==> src/rtl/fpb_pkg.sv <==
package fpb_pkg;
  typedef enum logic {
    ST_IDLE = 1'b0,
    ST_FILL = 1'b1
  } fpb_state_e;
endpackage

==> src/rtl/fpb_tags.sv <==
module fpb_tags #(
  parameter int N_BUF = 2,
  parameter int TAG_W = 12,
  localparam int IDX_W = $clog2(N_BUF)
) (
  input  logic             clk_i,
  input  logic             rst_ni,
  input  logic             flush_i,
  input  logic [TAG_W-1:0] lookup_tag_i,
  input  logic             inval_en_i,
  input  logic [IDX_W-1:0] inval_idx_i,
  input  logic             load_en_i,
  input  logic [IDX_W-1:0] load_idx_i,
  input  logic [TAG_W-1:0] load_tag_i,
  output logic [N_BUF-1:0] hit_vec_o,
  output logic             hit_o,
  output logic [IDX_W-1:0] hit_idx_o
);
  logic [N_BUF-1:0] valid_q;
  logic [TAG_W-1:0] tag_q [N_BUF];

  for (genvar i = 0; i < N_BUF; i++) begin : g_ent
    always_ff @(posedge clk_i or negedge rst_ni) begin
      if (!rst_ni) begin
        valid_q[i] <= 1'b0;
        tag_q[i]   <= '0;
      end else if (flush_i) begin
        valid_q[i] <= 1'b0;
      end else if (load_en_i && load_idx_i == IDX_W'(i)) begin
        valid_q[i] <= 1'b1;
        tag_q[i]   <= load_tag_i;
      end else if (inval_en_i && inval_idx_i == IDX_W'(i)) begin
        valid_q[i] <= 1'b0;
      end
    end
    assign hit_vec_o[i] = valid_q[i] && (tag_q[i] == lookup_tag_i);
  end

  always_comb begin
    hit_idx_o = '0;
    for (int i = 0; i < N_BUF; i++) begin
      if (hit_vec_o[i]) hit_idx_o = IDX_W'(i);
    end
  end
  assign hit_o = |hit_vec_o;

  // at most one buffer matches a lookup
  p_single_hit_r2: assert property (@(posedge clk_i) disable iff (!rst_ni)
    $onehot0(hit_vec_o));
  // a completed load leaves the entry valid
  p_load_valid_r5: assert property (@(posedge clk_i) disable iff (!rst_ni)
    (load_en_i && !flush_i) |=> valid_q[$past(load_idx_i)]);
  // flush empties every entry
  p_flush_clear_r8: assert property (@(posedge clk_i) disable iff (!rst_ni)
    flush_i |=> (valid_q == '0));
endmodule

==> src/rtl/fpb_lru.sv <==
module fpb_lru #(
  parameter int N_BUF = 2,
  localparam int IDX_W = $clog2(N_BUF)
) (
  input  logic             clk_i,
  input  logic             rst_ni,
  input  logic             touch_en_i,
  input  logic [IDX_W-1:0] touch_idx_i,
  output logic [IDX_W-1:0] victim_idx_o
);
  // age 0 = most recent, N_BUF-1 = victim; ages stay a permutation
  logic [IDX_W-1:0] age_q [N_BUF];
  logic [N_BUF-1:0] oldest_vec;

  for (genvar i = 0; i < N_BUF; i++) begin : g_age
    always_ff @(posedge clk_i or negedge rst_ni) begin
      if (!rst_ni) begin
        age_q[i] <= IDX_W'(N_BUF - 1 - i);
      end else if (touch_en_i) begin
        if (touch_idx_i == IDX_W'(i))          age_q[i] <= '0;
        else if (age_q[i] < age_q[touch_idx_i]) age_q[i] <= age_q[i] + 1'b1;
      end
    end
    assign oldest_vec[i] = (age_q[i] == IDX_W'(N_BUF - 1));
  end

  always_comb begin
    victim_idx_o = '0;
    for (int i = 0; i < N_BUF; i++) begin
      if (oldest_vec[i]) victim_idx_o = IDX_W'(i);
    end
  end

  // exactly one replacement candidate
  p_one_victim_r7: assert property (@(posedge clk_i) disable iff (!rst_ni)
    $onehot(oldest_vec));
  // a touched entry is never the next victim
  p_touch_not_victim_r7: assert property (@(posedge clk_i) disable iff (!rst_ni)
    touch_en_i |=> (victim_idx_o != $past(touch_idx_i)));
endmodule

==> src/rtl/fpb_store.sv <==
module fpb_store #(
  parameter int N_BUF  = 2,
  parameter int PAGE_W = 128,
  localparam int IDX_W = $clog2(N_BUF)
) (
  input  logic              clk_i,
  input  logic              wr_en_i,
  input  logic [IDX_W-1:0]  wr_idx_i,
  input  logic [PAGE_W-1:0] wr_page_i,
  input  logic [IDX_W-1:0]  rd_idx_i,
  output logic [PAGE_W-1:0] rd_page_o
);
  logic [PAGE_W-1:0] page_q [N_BUF];

  for (genvar i = 0; i < N_BUF; i++) begin : g_pg
    always_ff @(posedge clk_i) begin
      if (wr_en_i && wr_idx_i == IDX_W'(i)) page_q[i] <= wr_page_i;
    end
  end
  assign rd_page_o = page_q[rd_idx_i];
endmodule

==> src/rtl/flash_page_rd.sv <==
module flash_page_rd #(
  parameter int ADDR_W     = 16,
  parameter int PAGE_BYTES = 16,
  parameter int N_BUF      = 2,
  parameter int DATA_W     = 32,
  localparam int OFF_W  = $clog2(PAGE_BYTES),
  localparam int TAG_W  = ADDR_W - OFF_W,
  localparam int PAGE_W = PAGE_BYTES * 8,
  localparam int BE_W   = DATA_W / 8,
  localparam int LANE_W = $clog2(BE_W),
  localparam int WSEL_W = OFF_W - LANE_W,
  localparam int IDX_W  = $clog2(N_BUF)
) (
  input  logic              clk_i,
  input  logic              rst_ni,
  input  logic              flush_i,
  input  logic              req_i,
  input  logic [ADDR_W-1:0] addr_i,
  input  logic [BE_W-1:0]   be_i,
  output logic              ack_o,
  output logic [DATA_W-1:0] rdata_o,
  output logic              arr_req_o,
  output logic [TAG_W-1:0]  arr_page_o,
  input  logic [PAGE_W-1:0] arr_data_i
);
  import fpb_pkg::*;

  fpb_state_e       state_q;
  logic [IDX_W-1:0] fill_idx_q;
  logic [TAG_W-1:0] fill_tag_q;

  logic [TAG_W-1:0] req_tag;
  logic [WSEL_W-1:0] wsel;
  logic [N_BUF-1:0] hit_vec;
  logic             hit;
  logic [IDX_W-1:0] hit_idx, victim_idx;
  logic             idle_hit, idle_miss, filling;
  logic             touch_en;
  logic [IDX_W-1:0] touch_idx;
  logic [PAGE_W-1:0] buf_page, src_page;
  logic [DATA_W-1:0] word;
  logic             unused_lane;

  assign req_tag     = addr_i[ADDR_W-1:OFF_W];
  assign wsel        = addr_i[OFF_W-1:LANE_W];
  assign unused_lane = ^addr_i[LANE_W-1:0];

  assign filling   = (state_q == ST_FILL);
  assign idle_hit  = !filling && req_i && hit;
  assign idle_miss = !filling && req_i && !hit;

  always_ff @(posedge clk_i or negedge rst_ni) begin
    if (!rst_ni) begin
      state_q    <= ST_IDLE;
      fill_idx_q <= '0;
      fill_tag_q <= '0;
    end else if (idle_miss) begin
      state_q    <= ST_FILL;
      fill_idx_q <= victim_idx;
      fill_tag_q <= req_tag;
    end else if (filling) begin
      state_q <= ST_IDLE;
    end
  end

  fpb_tags #(.N_BUF(N_BUF), .TAG_W(TAG_W)) u_tags (
    .clk_i       (clk_i),
    .rst_ni      (rst_ni),
    .flush_i     (flush_i),
    .lookup_tag_i(req_tag),
    .inval_en_i  (idle_miss),
    .inval_idx_i (victim_idx),
    .load_en_i   (filling),
    .load_idx_i  (fill_idx_q),
    .load_tag_i  (fill_tag_q),
    .hit_vec_o   (hit_vec),
    .hit_o       (hit),
    .hit_idx_o   (hit_idx)
  );

  assign touch_en  = idle_hit || filling;
  assign touch_idx = filling ? fill_idx_q : hit_idx;

  fpb_lru #(.N_BUF(N_BUF)) u_lru (
    .clk_i       (clk_i),
    .rst_ni      (rst_ni),
    .touch_en_i  (touch_en),
    .touch_idx_i (touch_idx),
    .victim_idx_o(victim_idx)
  );

  fpb_store #(.N_BUF(N_BUF), .PAGE_W(PAGE_W)) u_store (
    .clk_i    (clk_i),
    .wr_en_i  (filling),
    .wr_idx_i (fill_idx_q),
    .wr_page_i(arr_data_i),
    .rd_idx_i (hit_idx),
    .rd_page_o(buf_page)
  );

  // refill word bypasses the buffer so the miss ends in clock two
  assign src_page = filling ? arr_data_i : buf_page;
  assign word     = src_page[wsel*DATA_W +: DATA_W];

  for (genvar b = 0; b < BE_W; b++) begin : g_lane
    assign rdata_o[8*b +: 8] = be_i[b] ? word[8*b +: 8] : 8'h00;
  end

  assign ack_o      = idle_hit || filling;
  assign arr_req_o  = idle_miss;
  assign arr_page_o = req_tag;

  // hit completes in the clock it is presented, no fetch
  p_hit_one_clk_r2: assert property (@(posedge clk_i) disable iff (!rst_ni)
    (!filling && req_i && hit) |-> (ack_o && !arr_req_o));
  // fetch clock never acknowledges
  p_miss_no_ack_r3: assert property (@(posedge clk_i) disable iff (!rst_ni)
    arr_req_o |-> !ack_o);
  // fetch is always followed by completion in the next clock
  p_miss_two_clk_r3: assert property (@(posedge clk_i) disable iff (!rst_ni)
    arr_req_o |=> (ack_o && !arr_req_o));
  // no enabled lane means an all-zero word
  p_be_zero_r6: assert property (@(posedge clk_i) disable iff (!rst_ni)
    (ack_o && be_i == '0) |-> (rdata_o == '0));
endmodule

==> config.mk <==
export PLATFORM = sky130hd
export DESIGN_NAME = flash_page_rd
export DESIGN_NICKNAME = d
export VERILOG_FILES = /design/src/rtl/fpb_pkg.sv /design/src/rtl/fpb_tags.sv /design/src/rtl/fpb_lru.sv /design/src/rtl/fpb_store.sv /design/src/rtl/flash_page_rd.sv
export SDC_FILE = /design/constraint.sdc
export NUM_CORES = 1
export LEC_CHECK = 0
export BUFFER_PORTS_ARGS = -buffer_cell sky130_fd_sc_hd__buf_2
export CAP_MARGIN = 10
export CORE_MARGIN = 2
export CORE_UTILIZATION = 25
export DETAILED_ROUTE_END_ITERATION = 8
export HOLD_SLACK_MARGIN = 0.02
export PLACE_DENSITY_LB_ADDON = 0.12
export SYNTH_ARGS = -nofsm -noshare
export SYNTH_HDL_FRONTEND = slang
export SYNTH_SLANG_ARGS = --single-unit
==> constraint.sdc <==
create_clock -name clk_i -period 4.1 [get_ports clk_i]
set_input_delay 0.41 -clock clk_i [delete_from_list [all_inputs] [get_ports clk_i]]
set_output_delay 0.41 -clock clk_i [all_outputs]
set_load 0.01 [all_outputs]
# Word-level counts from Yosys, hierarchy flattened
# Memory sizes are Yosys's and may differ from the RTL's.
# Index checks and enable logic that the tools add are counted.
# Widths: inputs -> output; s select.
[op_classes]
n_addsub = 2
n_lt_le_gt_ge = 3
eq_ne = 3
n_shift = 1
n_mux = 29
bitwise_logic = 4
reduce_logical = 21
[ops]
columns = ["cell", "count"]
rows = [
  ["$mux 128", 2],
  ["$reduce_or 128->1", 1],
  ["$shiftx 128x8->32", 1],
  ["$mux 8", 4],
  ["$eq 12x12->1", 2],
  ["$mux 1", 23],
  ["$logic_and 1x1->1", 9],
  ["$reduce_and 2->1", 4],
  ["$reduce_bool 3->1", 2],
  ["$not 1->1", 3],
  ["$add 1x1->1 const B", 2],
  ["$ge 2x2->1 const B", 1],
  ["$logic_not 1->1", 2],
  ["$lt 1x1->1", 2],
  ["$ne 2x2->1 const B", 1],
  ["$not 1->2", 1],
  ["$reduce_bool 2->1", 1],
  ["$reduce_or 2->1", 1],
  ["$logic_or 1x1->1", 1],
]
[totals]
regBits = 42
ramBits = 256
input_bits = 152
output_inout_bits = 46
word_cells = 73
n_memories = 1
[mem_list]
columns = ["name", "words", "width", "rd", "rd_ports_with_merged_regs", "write_ports", "line", "source"]
rows = [
  ["u_store.page_q", 2, 128, 1, 0, 1, "fpb_store.sv:13", "logic [PAGE_W-1:0] page_q [N_BUF];"],
]

# Longest topological paths before layout
# Gate-level depths: netlist of the first run.
[depth]
depth_word = 11
mapped_depth = 8
mapped_depth_nobuf = 6

# By module
# A second synthesis of the first run with hierarchy kept.
[unflattened]
cells_unflattened = 765
area_unflattened_um2 = 13683.1
[by_module_without_submodules]
columns = ["mod", "n_inst", "cells_per_inst", "area_per_inst_um2", "seq_area_each_um2"]
rows = [
  ["fpb_store", 1, 400, 9318.9, 7687.4],
  ["flash_page_rd", 1, 262, 3006.6, 350.3],
  ["fpb_tags", 1, 96, 1282.5, 650.6],
  ["fpb_lru", 1, 7, 75.1, 51.3],
]

# Worst setup path after synthesis of the first run
# Ideal clock, no wire load.
[synth_timing]
kind = "reg-to-reg"
from = "register state_q (netlist: filling)"
to = "register u_lru.age_q[0] (netlist bit)"
setup_time_ns = 0.121
arrival_time_ns = 3.823
required_ns = 3.979
path_slack_ns = 0.156
path_stages_with_launch = 7
n_path_buf = 2
period_less_slack_ns = 3.944
path_cell_list = "dfrtp_1 > buf_2 > clkbuf_1 > nand2_1 > inv_1 > nor2_1 > o22a_1"
[synth_between]
elab_chain_len = 8
elab_cells_between_ends = 13
classes_between = "order compare (1); mux (5); bitwise (1); reduce/logical (6)"
[synth_lines]
columns = ["item", "line", "source"]
rows = [
  ["start: declaration", "flash_page_rd.sv:28", "fpb_state_e state_q;"],
  ["start signal: assignment", "flash_page_rd.sv:54", "state_q <= ST_IDLE;"],
  ["start signal: assignment", "flash_page_rd.sv:58", "state_q <= ST_FILL;"],
  ["start signal: assignment", "flash_page_rd.sv:62", "state_q <= ST_IDLE;"],
  ["$mux 1", "flash_page_rd.sv:82", "assign touch_idx = filling ? fill_idx_q : hit_idx;"],
  ["$not 1->2 (not written as such)", "fpb_lru.sv:21", "else if (age_q[i] < age_q[touch_idx_i]) age_q[i] <= age_q[i] + 1'b1;"],
  ["$mux 1 (not written as such) (3 in a row)", "fpb_lru.sv:21", ""],
  ["$lt 1x1->1", "fpb_lru.sv:21", ""],
  ["$reduce_bool 2->1 (no line)", "--", ""],
  ["$reduce_and 2->1 (no line)", "--", ""],
  ["end signal: indexed assignment", "fpb_lru.sv:18", "age_q[i] <= IDX_W'(N_BUF - 1 - i);"],
  ["end: declaration", "fpb_lru.sv:12", "logic [IDX_W-1:0] age_q [N_BUF];"],
]
# Parallel ways exist; a longest one is shown, timed or not. The select of a mux whose other input is x is not followed.
# A chain may end at the register's enable or synchronous reset.

# Worst setup path after layout of the first run
[layout_timing]
from = "register u_tags.tag_q[7] (netlist bit)"
to = "output port rdata_o[23]"
[layout_between]
elab_chain_len = 7
[layout_lines]
columns = ["item", "line", "source"]
rows = [
  ["start: declaration", "fpb_tags.sv:20", "logic [TAG_W-1:0] tag_q [N_BUF];"],
  ["start signal: indexed assignment", "fpb_tags.sv:31", "tag_q[i] <= load_tag_i;"],
  ["$eq 12x12->1", "fpb_tags.sv:36", "assign hit_vec_o[i] = valid_q[i] && (tag_q[i] == lookup_tag_i);"],
  ["$logic_and 1x1->1", "fpb_tags.sv:36", ""],
  ["$mux 1", "fpb_tags.sv:42", "if (hit_vec_o[i]) hit_idx_o = IDX_W'(i);"],
  ["$mem_v2 2x128", "--", ""],
  ["$mux 128", "flash_page_rd.sv:102", "assign src_page = filling ? arr_data_i : buf_page;"],
  ["$shiftx 128x8->32", "flash_page_rd.sv:103", "assign word = src_page[wsel*DATA_W +: DATA_W];"],
  ["$mux 8", "flash_page_rd.sv:106", "assign rdata_o[8*b +: 8] = be_i[b] ? word[8*b +: 8] : 8'h00;"],
  ["end: declaration", "flash_page_rd.sv:21", "output logic [DATA_W-1:0] rdata_o,"],
]
# Every way passes these cells.

==> results.toml, run 1 <==
[power]
total_power_w = 0.00770
clockPowerShare_pct = 44.1
p_int_w = 0.00586
seqPwrFrac_pct = 45.3
leakage_nw = 6.29
p_comb_share_pct = 10.6
p_per_area_mw_per_mm2 = 450
switching_share_pct = 23.8
peakVddDrop_v = 0.000232
p_sw_w = 0.00183

[timing]
min_period_ns = 3.85
finalSetupViolCount = 0
setup_tns_ns = 0
fin_skew_ns = 0.0125
hold_viol = 0
rsz0062_at_grt = "false"
worst_slew_pin_slew_ns = 0.978
fmax_mhz = 260
relSlewSlack_pct = 34.8
whs_ns = 0.0216
slew_violations = 0
final.period_utilization_pct = 93.8

[synth]
ys_ff_latch = 298
synthesis.nets = 1249
netlist_instances = 1097
async_flop_share_pct = 14.1
mappedNetlistArea_sq_mm = 0.0138
yosysUniqueCellTypes = 29
synth-edff-count = 256
synth_area_per_cell_sq_um = 12.6
synth-seq-area-share_pct = 63.2
synthFlopType = "edfxtp_1"
synth_warnings = 0

[floorplanning]
ios = 198
fp.dieH_microns = 239
start_util_pct = 25.2
die_w_microns = 239
die_area_sq_mm = 0.0572
core_area_sq_mm = 0.0549
num_rows = 86

[routing]
vias = 9134
drt-initial-drc-count = 436
viasPerCell = 4.51
drc = 0
first_pass_iters = 4
wirelength_microns = 39500
ant_nets = 0
wl_per_cell_microns = 19.5

[setup_path]
cp_max_fo = 41
reg2reg_from = "filling"
r2r_setup_slack_ns = 1.46
crit_path_start_kind = "register"
path_class = "register to output port"
crit_path_end_kind = "output port"
cp.required_ns = 3.69
reg2reg_depth = 4
r2r-end = "u_store.page_q[1][91]"
arrival_ns = 3.44

[outcome]
outcome = "completed"

[global_route]
grt_util_all_layers_pct = 13.8
grt_first_pass_wirelength_microns = 58600
antenna_found_initial = 12
overflow = 0
grt_pass1_vias = 9175
grt_start_max_net_pins = 120

[placed_design]
dpl.cell_count = 1929
gp_congestion = 0.732
place_area_sq_mm = 0.0156
io_buffer_count = 195
dp_hpwl_microns = 25500

[job]
maxCapViolations = 0

[cts]
clock_sinks = 298
numCtsBuffers = 39
clk_pin_slew_worst_paths_ns = 0.05
cts-htree-levels = 2
cts_max_path_buffers = 3
cts_tree = "done"
clkLatencyLatePin_ns = 0.56
cts-root-buf = "clkbuf_16"
cts_resized = 0

[finish]
final_cells = 2026
final_common_cell = "nor2_1"
layout-drive-gt1-share_pct = 33.5
nets = 1445
area_growth_pct = 23.7
final_cell_mix = "nor2_1 (322), edfxtp_1 (256), buf_2 (194)"
stdcell_area_sq_mm = 0.0171
fillCellCount = 5609

[hold_path]
hold_path.class = "input pin to asynchronous set/reset pin"
## worst max-delay path: stages, from the launching register on
cell and delay [ns]:
dfrtp_1 0.38, xnor2_1 0.17, nand3_1 0.18, nor4_4 0.35, buf_12 0.31, buf_4 0.25
mux2_2 0.34, o32a_1 0.34, o22ai_1 0.31, buf_2 0.21
## synth_stat cells (4+ instances only)
cell type | number | share of area [%]
nor2_1 | 322 | 8.7
edfxtp_1 | 256 | 56
mux2_2 | 161 | 13
o32a_1 | 65 | 4.7
o21ai_0 | 64 | 2.3
clkbuf_1 | 59 | 1.6
dfrtp_1 | 41 | 7.4
o22ai_1 | 32 | 1.4
xnor2_1 | 24 | 1.5
buf_4 | 13 | 0.71
buf_2 | 12 | 0.43
nand2_1 | 7 | 0.19
buf_1 | 5 | 0.14
inv_1 | 5 | 0.14
nand2b_1 | 5 | 0.23
mux2_1 | 4 | 0.33
nand4_1 | 4 | 0.18
## cells by family (layout without fill, tap and decap cells)
group / count (synthesis) / after routing / share of synthesized area, %
multiplexers: 165 / 165 / 13.4
flip-flops: 298 / 298 / 63.2
AND/OR/NAND/NOR: 346 / 346 / 9.90
XOR/XNOR: 24 / 24 / 1.52
AO/OA/AOI/OAI: 169 / 169 / 8.87
other: 0 / 1 / 0
buffers and inverters: 95 / 319 / 3.09
## metrics by stage
| step | util (%) | setup WS (ns) |
|---|---|---|
| 5_1_grt | 31.2 | 0.0400 |
| 3_5_place_dp | 28.4 | 0.604 |
| 3_3_place_gp | 28.4 | 0.630 |
| 6_report | 31.2 | 0.255 |
| 4_1_cts | 31.2 | 0.164 |
| 2_1_floorplan | - | 0.156 |
## worst max path at each step
stage,start,endpoint,slack (ns),cells after the start
after floorplan,filling,u_lru.age_q[0],0.16,6
after global placement,addr_i[15],rdata_o[8],0.63,10
after detailed placement,addr_i[15],rdata_o[23],0.60,10
after CTS,u_tags.tag_q[11],rdata_o[23],0.16,9
after global routing,u_tags.tag_q[11],rdata_o[23],0.04,9
final,u_tags.tag_q[7],rdata_o[23],0.25,9
## registers in the layout (all words and copies together), names as in the netlist
signal / flops
fill_tag_q: 12
u_store.page_q: 256
u_lru.age_q: 2
filling: 1
u_tags.valid_q: 2
u_tags.tag_q: 24
fill_idx_q: 1
## repair_timing
action | in CTS | in global routing
buffers inserted | 0 | 0
endpoints found under the hold margin | 52 | 0
hold buffers | 27 | 0
setup endpoints to repair | 0 | 0
## power groups by stage
stage / logic, W / registers (W) / clock network (W)
2_1_floorplan: 0.000485 / 0.00355 / 0
3_3_place_gp: 0.000803 / 0.00355 / 0
3_5_place_dp: 0.000811 / 0.00355 / 0
4_1_cts: 0.000838 / 0.00349 / 0.00352
5_1_grt: 0.000907 / 0.00350 / 0.00362
6_report: 0.000818 / 0.00349 / 0.00339
## final cells by class
cell class	instances	area (sq um)	area share, %
Antenna cell	1	2.50	0.0146
Clock buffer	53	1060	6.19
Clock inverter	16	198	1.16
Inverter	5	31.3	0.183
Multi-Input combinational cell	704	4670	27.3
Sequential cell	298	8740	51.1
Tap cell	704	881	5.15
Timing Repair Buffer	245	1520	8.89
## metal layers
metal	part of all wire [%]	GRT usage (%)	wire length, microns	up-vias
met5	0.38	0	151	-
met4	2.1	4.11	814	22
met3	5.8	3.96	2290	70
met2	45	21.0	17800	178
met1	47	19.0	18400	4445
li1	-	-	-	4419
(Power assumes the default switching activity.)
==> run 2: changes to the inputs <==
Settings changed: CORE_UTILIZATION 25 to 52.
==> run 2 against run 1 <==
  * Clock skew rose by 0.0060 ns
  * First-iteration DRC count increased by 63%
  * Combinational power shrank 7.7%
  * Sequential share of layout area is 3.1 points higher
  * Worst setup slack better by 0.055 ns
  * Register-to-register slack gained 0.06 ns
  * Fmax increased by 1.4%
  * Critical path type unchanged
  * Critical endpoint is now rdata_o[3]
  * Largest cell class unchanged
  * Largest power group unchanged
  * Highest routed layer unchanged
==> results.toml, run 2 (synthesized netlist as in run 1, its figures left out) <==
[floorplanning]
fp.dieH_microns = 167
ios = 198
start_util_pct = 53.1
die_area_sq_mm = 0.0279
core_area_sq_mm = 0.0261
die_w_microns = 167
num_rows = 59

[finish]
final_common_cell = "nor2_1"
layout-drive-gt1-share_pct = 33.6
reg_top3 = "u_store.page_q x256, u_tags.tag_q x24, fill_tag_q x12"
largest_reg_flops = 256
final_cells = 1619
nets = 1405
final_cell_mix = "nor2_1 (322), edfxtp_1 (256), buf_2 (194)"
fin_util_pct = 62.0
area_growth_pct = 16.7
fillCellCount = 2099
largest-register = "u_store.page_q"

[cts]
clkLatencyLatePin_ns = 0.51
cts-root-buf = "clkbuf_16"
numCtsBuffers = 34
post_cts_buffers = 0
cts-htree-levels = 2
cts_max_path_buffers = 3
clk_pin_slew_worst_paths_ns = 0.06
clock_sinks = 298
postCtsHoldBufs = 0
cts_resized = 0
cts_tree = "done"

[setup_path]
cp.required_ns = 3.69
crit_path_start_kind = "register"
cp_slowest_stage_delay_ns = 0.45
slowest_stage = "nor4_4"
crit_path_end_kind = "output port"
crit_buf_inv = 2
cpLargestDelayFamily = "simple AND/OR/NAND/NOR gates"
path_cells = "xnor2_1 -> nand4_1 -> nor4_4 -> buf_12 -> mux2_2 -> o32a_1 -> o22ai_1 -> buf_2"
arrival_ns = 3.38
path_class = "register to output port"
cp_max_fo = 78

[power]
peakVddDrop_v = 0.000315
p_per_area_mw_per_mm2 = 442
leakage_nw = 6.06

[routing]
drc = 0
first_pass_iters = 7
vias = 9041
wl_per_cell_microns = 19.4
viasPerCell = 5.58
ant_nets = 0
wirelength_microns = 31400
drt-initial-drc-count = 709

[placed_design]
gp_congestion = 0.868
dp_hpwl_microns = 19700
io_buffer_count = 195
dpl.cell_count = 1552

[timing]
worst_slew_pin_slew_ns = 0.921
finalSetupViolCount = 0
whs_ns = 0.0380
setup_tns_ns = 0
hold_viol = 0
fmax_mhz = 264
slew_violations = 0
final.period_utilization_pct = 92.5
fin_skew_ns = 0.0185
min_period_ns = 3.79
rsz0062_at_grt = "false"
relSlewSlack_pct = 38.6

[global_route]
grt_util_all_layers_pct = 22.0
overflow = 0
antenna_found_initial = 13
grt_pass1_vias = 8733
grt_start_max_net_pins = 101
grt_first_pass_wirelength_microns = 47900

[job]
maxCapViolations = 0

[outcome]
outcome = "completed"

[hold_path]
hold_path.class = "input pin to asynchronous set/reset pin"
## run 2: cell types whose count changed in the layout (fill, tap and decap cells not counted), sizes merged
cell,delta
buf,-8
bufinv,-3
clkbuf,-6
clkinv,+1
clkinvlp,-2
diode,+7
dlygate4sd3,-27
## run 2: through the flow
step | worst slack (ns) | area [sq um] | power [W]
after floorplan | 0.156 | 13800 | 0.00403
after global placement | 0.639 | 15100 | 0.00430
after detailed placement | 0.669 | 15100 | 0.00432
after CTS | 0.275 | 16100 | 0.00720
after global routing | 0.145 | 16100 | 0.00741
final | 0.309 | 16100 | 0.00714
## run 2: path summary, 6_finish.rpt
check                           startpoint               endpoint  slack [ns]  cells past startpoint
min in group clk_i                 flush_i      u_tags.valid_q[0]        0.09                      2
min reg2reg                     fill_idx_q             fill_idx_q        0.50                      1
min                                 rst_ni          fill_tag_q[2]        0.04                      1
max reg2reg                        filling  u_store.page_q[0][44]        1.52                      3
max                        u_tags.tag_q[6]             rdata_o[3]        0.31                      8
max in group asynchronous           rst_ni                filling        3.39                      1
## run 2: routing by layer
layer  global-route usage (%)  vias to the layer above  part of all wire, %
li1                         -                     4342                    -
met1                     30.6                     4377                   45
met2                     33.6                      243                   46
met3                     5.65                       69                  6.4
met4                     8.02                       10                  3.1
met5                        0                        -                 0.21
## run 2: area by class of cell
type                       count  area (sq um)  share of cell area [%]
clock inverter                12          85.1                   0.527
antenna                        8          20.0                   0.124
inverter                       5          26.3                   0.163
multi-input combinational    704          4670                    28.9
tap                          335           419                    2.60
timing repair buffer         210          1190                    7.38
clock buffer                  47           987                    6.11
sequential                   298          8740                    54.2
## run 2: power by group
part	switching, W	internal (W)	total (W)
clock network	0.00114	0.00174	0.00288
registers	0.0000664	0.00344	0.00350
logic	0.000411	0.000344	0.000755
